<file path="src/rtl/gpio_irq_pkg.sv">
`timescale 1ns/1ps
package gpio_irq_pkg;

  typedef enum logic {
    BANK_STATUS = 1'b0,
    BANK_ENABLE = 1'b1
  } bank_e;

  // Event for one pin in one cycle; mode=1 is level, inv flips the sense.
  function automatic logic pin_event(
    input logic lvl,
    input logic prev,
    input logic prev_ok,
    input logic mode,
    input logic inv
  );
    logic active;
    if (mode) begin
      active = (lvl == inv);
    end else begin
      active = prev_ok && (lvl ^ inv) && !(prev ^ inv);
    end
    return active;
  endfunction

  function automatic int unsigned words_for(input int unsigned pins, input int unsigned width);
    return (pins + width - 1) / width;
  endfunction

endpackage

</file>
<file path="src/rtl/gpio_irq_sense.sv">
`timescale 1ns/1ps
module gpio_irq_sense
  import gpio_irq_pkg::*;
#(
  parameter int unsigned NUM_PINS = 95
) (
  input  logic                clk,
  input  logic                rst_n,
  input  logic [NUM_PINS-1:0] pin_level,
  input  logic [NUM_PINS-1:0] trig_level,
  input  logic [NUM_PINS-1:0] trig_inv,
  input  logic [NUM_PINS-1:0] sense_off,
  output logic [NUM_PINS-1:0] evt_vec
);

  for (genvar p = 0; p < NUM_PINS; p++) begin : g_pin
    logic prev_q;
    logic ok_q;

    // Previous sample is valid only once sensing has been on for a full cycle.
    always_ff @(posedge clk or negedge rst_n) begin
      if (!rst_n) begin
        prev_q <= 1'b0;
        ok_q   <= 1'b0;
      end else if (sense_off[p]) begin
        ok_q   <= 1'b0;
      end else begin
        prev_q <= pin_level[p];
        ok_q   <= 1'b1;
      end
    end

    assign evt_vec[p] = !sense_off[p] &&
                        pin_event(pin_level[p], prev_q, ok_q, trig_level[p], trig_inv[p]);
  end

endmodule

</file>
<file path="src/rtl/gpio_irq_word.sv">
`timescale 1ns/1ps
module gpio_irq_word #(
  parameter int unsigned WORD_W    = 32,
  parameter int unsigned LIVE_BITS = 32
) (
  input  logic              clk,
  input  logic              rst_n,
  input  logic [WORD_W-1:0] evt_bits,
  input  logic [WORD_W-1:0] clr_bits,
  input  logic              en_we,
  input  logic [WORD_W-1:0] en_wdata,
  output logic [WORD_W-1:0] status_q,
  output logic [WORD_W-1:0] enable_q
);

  logic [WORD_W-1:0] live;

  for (genvar b = 0; b < WORD_W; b++) begin : g_live
    assign live[b] = (b < LIVE_BITS);
  end

  // Clear first, then set: a same-cycle event survives the clear.
  function automatic logic [WORD_W-1:0] next_status(
    input logic [WORD_W-1:0] cur,
    input logic [WORD_W-1:0] clr,
    input logic [WORD_W-1:0] evt,
    input logic [WORD_W-1:0] mask
  );
    return ((cur & ~clr) | evt) & mask;
  endfunction

  always_ff @(posedge clk or negedge rst_n) begin
    if (!rst_n) begin
      status_q <= '0;
      enable_q <= '0;
    end else begin
      status_q <= next_status(status_q, clr_bits, evt_bits, live);
      if (en_we) begin
        enable_q <= en_wdata & live;
      end
    end
  end

endmodule

</file>
<file path="src/rtl/gpio_irq_bus.sv">
`timescale 1ns/1ps
module gpio_irq_bus
  import gpio_irq_pkg::*;
#(
  parameter int unsigned NUM_WORDS = 3,
  parameter int unsigned WORD_W    = 32,
  parameter int unsigned IDX_W     = 2
) (
  input  logic                             bus_wr,
  input  logic [IDX_W:0]                   bus_addr,
  input  logic [WORD_W-1:0]                bus_wdata,
  input  logic [NUM_WORDS-1:0][WORD_W-1:0] status_words,
  input  logic [NUM_WORDS-1:0][WORD_W-1:0] enable_words,
  output logic [NUM_WORDS-1:0][WORD_W-1:0] clr_words,
  output logic [NUM_WORDS-1:0]             en_we,
  output logic [WORD_W-1:0]                bus_rdata
);

  logic [IDX_W-1:0] idx;
  bank_e            bank;

  assign idx  = bus_addr[IDX_W-1:0];
  assign bank = bank_e'(bus_addr[IDX_W]);

  for (genvar w = 0; w < NUM_WORDS; w++) begin : g_dec
    logic sel;
    assign sel          = bus_wr && (idx == IDX_W'(w));
    assign clr_words[w] = (sel && bank == BANK_STATUS) ? bus_wdata : '0;
    assign en_we[w]     = sel && bank == BANK_ENABLE;
  end

  always_comb begin
    bus_rdata = '0;
    for (int w = 0; w < int'(NUM_WORDS); w++) begin
      if (idx == IDX_W'(w)) begin
        bus_rdata = (bank == BANK_ENABLE) ? enable_words[w] : status_words[w];
      end
    end
  end

endmodule

</file>
<file path="src/rtl/gpio_irq_unit.sv">
`timescale 1ns/1ps
module gpio_irq_unit
  import gpio_irq_pkg::*;
#(
  parameter int unsigned NUM_PINS = 95,
  parameter int unsigned WORD_W   = 32,
  localparam int unsigned NUM_WORDS = words_for(NUM_PINS, WORD_W),
  localparam int unsigned IDX_W     = (NUM_WORDS > 1) ? $clog2(NUM_WORDS) : 1,
  localparam int unsigned ADDR_W    = IDX_W + 1,
  localparam int unsigned PAD_W     = NUM_WORDS * WORD_W
) (
  input  logic                clk,
  input  logic                rst_n,
  input  logic [NUM_PINS-1:0] pin_level_i,
  input  logic [NUM_PINS-1:0] trig_level_i,
  input  logic [NUM_PINS-1:0] trig_inv_i,
  input  logic [NUM_PINS-1:0] sense_off_i,
  input  logic                bus_wr_i,
  input  logic [ADDR_W-1:0]   bus_addr_i,
  input  logic [WORD_W-1:0]   bus_wdata_i,
  output logic [WORD_W-1:0]   bus_rdata_o,
  output logic                irq_o
);

  // Named internal events, brought out for the checker.
  logic [NUM_PINS-1:0] evt_vec;
  logic [PAD_W-1:0]    evt_pad;
  logic [PAD_W-1:0]    soff_pad;
  logic [PAD_W-1:0]    stat_flat;
  logic [PAD_W-1:0]    en_flat;
  logic [PAD_W-1:0]    clr_flat;
  logic                irq_q;

  logic [NUM_WORDS-1:0][WORD_W-1:0] evt_words;
  logic [NUM_WORDS-1:0][WORD_W-1:0] stat_words;
  logic [NUM_WORDS-1:0][WORD_W-1:0] en_words;
  logic [NUM_WORDS-1:0][WORD_W-1:0] clr_words;
  logic [NUM_WORDS-1:0]             en_we;

  gpio_irq_sense #(
    .NUM_PINS (NUM_PINS)
  ) sense_i (
    .clk        (clk),
    .rst_n      (rst_n),
    .pin_level  (pin_level_i),
    .trig_level (trig_level_i),
    .trig_inv   (trig_inv_i),
    .sense_off  (sense_off_i),
    .evt_vec    (evt_vec)
  );

  always_comb begin
    evt_pad                 = '0;
    evt_pad[NUM_PINS-1:0]   = evt_vec;
    soff_pad                = '0;
    soff_pad[NUM_PINS-1:0]  = sense_off_i;
  end

  assign evt_words = evt_pad;

  for (genvar w = 0; w < NUM_WORDS; w++) begin : g_word
    localparam int unsigned LIVE = (w < NUM_WORDS - 1) ? WORD_W : (NUM_PINS - w * WORD_W);
    gpio_irq_word #(
      .WORD_W    (WORD_W),
      .LIVE_BITS (LIVE)
    ) word_i (
      .clk      (clk),
      .rst_n    (rst_n),
      .evt_bits (evt_words[w]),
      .clr_bits (clr_words[w]),
      .en_we    (en_we[w]),
      .en_wdata (bus_wdata_i),
      .status_q (stat_words[w]),
      .enable_q (en_words[w])
    );
  end

  gpio_irq_bus #(
    .NUM_WORDS (NUM_WORDS),
    .WORD_W    (WORD_W),
    .IDX_W     (IDX_W)
  ) bus_i (
    .bus_wr       (bus_wr_i),
    .bus_addr     (bus_addr_i),
    .bus_wdata    (bus_wdata_i),
    .status_words (stat_words),
    .enable_words (en_words),
    .clr_words    (clr_words),
    .en_we        (en_we),
    .bus_rdata    (bus_rdata_o)
  );

  assign stat_flat = stat_words;
  assign en_flat   = en_words;
  assign clr_flat  = clr_words;

  always_ff @(posedge clk or negedge rst_n) begin
    if (!rst_n) begin
      irq_q <= 1'b0;
    end else begin
      irq_q <= |(stat_flat & en_flat);
    end
  end

  assign irq_o = irq_q;

endmodule

</file>
<file path="config.mk">
export PLATFORM = sky130hd
export DESIGN_NAME = gpio_irq_unit
export DESIGN_NICKNAME = d
export VERILOG_FILES = /design/src/rtl/gpio_irq_pkg.sv /design/src/rtl/gpio_irq_sense.sv /design/src/rtl/gpio_irq_word.sv /design/src/rtl/gpio_irq_bus.sv /design/src/rtl/gpio_irq_unit.sv
export SDC_FILE = /design/constraint.sdc
export NUM_CORES = 1
export LEC_CHECK = 0
export CAP_MARGIN = 15
export CORE_MARGIN = 2
export CORE_UTILIZATION = 30
export CTS_BUF_LIST = sky130_fd_sc_hd__clkbuf_4
export DETAILED_ROUTE_END_ITERATION = 8
export HOLD_SLACK_MARGIN = 0.08
export PLACE_DENSITY_LB_ADDON = 0.08
export SLEW_MARGIN = 5
export SYNTH_ARGS = -nofsm -noshare
export SYNTH_HDL_FRONTEND = slang
export SYNTH_SLANG_ARGS = --single-unit
</file>
<file path="constraint.sdc">
create_clock -name clk -period 2.1 [get_ports clk]
set_input_delay 0.315 -clock clk [delete_from_list [all_inputs] [get_ports clk]]
set_output_delay 0.315 -clock clk [all_outputs]
set_load 0.03 [all_outputs]
</file>
==> results_dict.tcl <==
set metrics [dict create \
    status "complete, but fails checks" \
    violations "setup timing" \
    wl_um 68890 \
    synth_warnings 0 \
    worstSetupPathType "flip-flop to output port" \
    ys.flop_type "dfrtp_1" \
    r2r_setup_slack_ns 0.11 \
    htree_levels 3 \
    cts-root-buf "clkbuf_4" \
    cp_max_fo 3 \
    fin_setup_tns_ns -6.474 \
    critPathLaunchType "flip-flop" \
    mostFrequentLayoutCell "clkdlybuf4s50_1" \
    synth_area_leaders "dfrtp_1 (50%), mux2_2 (11%), o21ai_0 (4.9%)" \
    fin_cells 3417 \
    gp_routability_congestion 0.7958 \
    pin_count 451 \
    hold_slack_ns 0.1668 \
    period_minus_slack_ns 2.445 \
    period_share_pct 116.4 \
    worst_pin_slew_ns 0.6752 \
    synth-edff-count 0 \
    synth_seq_cells 381 \
    cts_tree "built" \
    fin_skew_ns 0.05465 \
    clk_pin_slew_ns 0.06 \
    leakage_nw 12.45 \
    syn_area_um2 19020 \
    cts.sinks 381 \
    syn2layout_area_growth_pct 52.12 \
    ant_nets 0 \
    synth_top_area_share_pct 50.13 \
    dieHeight_um 255.8 \
    crit_arrival_ns 2.13 \
    viasPerCell 4.851 \
    maxSlewHeadroom_pct 54.51 \
    synthArstFlopShare_pct 100.0 \
    fmax_ghz 0.4090 \
    syn_area_per_cell_um2 11.19 \
    setup_violations 32 \
    hpwl_um 49900 \
    insertion_delay_ns 0.88 \
    cts_made_buffers 113 \
    maxSlewViolCount 0 \
    die_area_um2 65420 \
    hp-class "input pin to flip-flop" \
    seq_area_frac_synth_pct 50.13 \
    drc 0 \
    synthCells 1700 \
    grt_usage_pct 21.01 \
    power_density_nw_per_um2 734.9 \
    final_cell_mix "clkdlybuf4s50_1 (413), dfrtp_1 (365), nand2_1 (190)" \
    vdd_drop_max_uv 324.8 \
    grt_pass1_vias 17478 \
    overflow 0 \
    drive_gt1_share_pct 24.76 \
    cts_max_path_buffers 3 \
    dp.cells 3003 \
    dr.pass1.iters 5 \
    post_drt_wl_per_cell_um 20.16 \
    yosysTopAreaCell "dfrtp_1" \
    die_w_um 255.8 \
    grt_antenna_before_repair 2 \
    rows 92 \
    endpoint_kind "output port" \
    synth_cell_types 34 \
    final_nets 2919 \
    setup_ws_ns -0.3449 \
    hold_viol 0 \
    syn-num-nets 2118 \
    vias 16575 \
    rsz0062_at_grt "true" \
    grt_pass1_wl_um 105300 \
    grt_start_max_net_pins 77 \
    cap_violations 0 \
    start_util_pct 30.26 \
    numPortBuffers 450 \
    core_region_area_um2 62850 \
    crit_required_ns 1.78 \
    drt_iter0_drc 826 \
]
-- report_power, final --
part | switching [mW] | internal [mW]
Sequential | 0.739 | 8.29
Combinational | 2.36 | 3.11
Clock | 3.37 | 3.39
-- registers in the layout, summed over array words and instances, names as in the netlist --
signal                  flops
g_word.word_i.enable_q     95
g_word.word_i.status_q     95
irq_o                       1
sense_i.g_pin.ok_q         95
sense_i.g_pin.prev_q       95
-- synthesized netlist by cell type (2+ instances only) --
| library cell | number |
|---|---|
| and3b_1 | 94 |
| mux2_2 | 184 |
| nand2_1 | 190 |
| xnor2_1 | 94 |
| a22o_1 | 100 |
| buf_1 | 5 |
| mux2_1 | 6 |
| inv_1 | 114 |
| dfrtp_1 | 381 |
| mux2i_1 | 43 |
| nor3_2 | 2 |
| nor3_1 | 2 |
| nand4_1 | 9 |
| nor4_1 | 2 |
| a22oi_1 | 36 |
| a211oi_1 | 12 |
| a221oi_1 | 5 |
| o21ai_0 | 188 |
| nand2b_1 | 2 |
| clkbuf_1 | 6 |
| nor2_1 | 25 |
| nor3b_1 | 94 |
| buf_4 | 5 |
| nand3_1 | 3 |
| nor2b_1 | 3 |
| buf_2 | 24 |
| a21oi_1 | 26 |
| o22ai_1 | 19 |
| nor4bb_1 | 2 |
| mux4_2 | 20 |
-- worst max-delay path, cell delays in order (launching register included) --
cell	delay, ns
dfrtp_1	0.41
mux4_2	0.51
inv_2	0.08
o22ai_2	0.08
clkbuf_16	0.18
-- metal layers --
layer | global-route usage [%] | wire (µm)
met4 | 6.254 | 1368
met2 | 35.18 | 33280
met5 | 0 | 0
met1 | 27.16 | 30400
met3 | 4.674 | 3845
-- worst paths after layout --
| check | startpoint | to | cells past startpoint |
|---|---|---|---|
| max in group asynchronous | rst_n | g_word[1].word_i.status_q[1] | 4 |
| max | g_word[0].word_i.enable_q[20] | bus_rdata_o[20] | 4 |
| min | pin_level_i[68] | sense_i.g_pin[68].prev_q | 2 |
| max reg2reg | g_word[1].word_i.status_q[22] | irq_o | 7 |
| min in group asynchronous | rst_n | g_word[1].word_i.enable_q[2] | 4 |
| min reg2reg | g_word[0].word_i.enable_q[31] | g_word[0].word_i.enable_q[31] | 1 |
-- stage by stage --
stage	power [mW]	cell area (µm²)	utilization (%)	setup slack [ns]
2_1_floorplan	11.08	19020	-	0.2388
6_report	21.26	28930	46.03	-0.3449
5_1_grt	22.48	28930	46.03	-0.4445
3_5_place_dp	13.72	25170	40.05	0.06780
4_1_cts	21.48	28720	45.69	-0.4746
3_3_place_gp	13.63	25170	40.05	0.03274
-- final cells by class --
cell class	count	area, µm²
clock buffers	157	1179
flip-flops and latches	381	9554
repair buffers	726	7411
fillers	5996	33920
multi-input cells	1165	9183
inverters	114	427.9
well taps	846	1059
clock inverters	26	110.1
diodes	2	5.005
-- cell families (layout without fill, tap and decap cells) --
group | Yosys count | after routing | share of synthesized area [%]
xor gates and xnor gates | 94 | 94 | 4.329
DFF | 381 | 381 | 50.13
other | 0 | 2 | 0
muxes | 253 | 253 | 15.88
AOI/OAI and AO/OA | 387 | 387 | 13.04
and+or+nand+nor | 431 | 431 | 13.32
buffers and inverters | 154 | 1023 | 3.296
-- timing repair --
action / in CTS / in global routing
pin swaps: 13 / 2
setup endpoints to repair: 33 / 32
buffers inserted: 82 / 10
hold endpoints to repair: 628 / 0
hold buffers: 137 / 0
gates resized for setup: 76 / 41
Power figures use the tool's default switching activity.
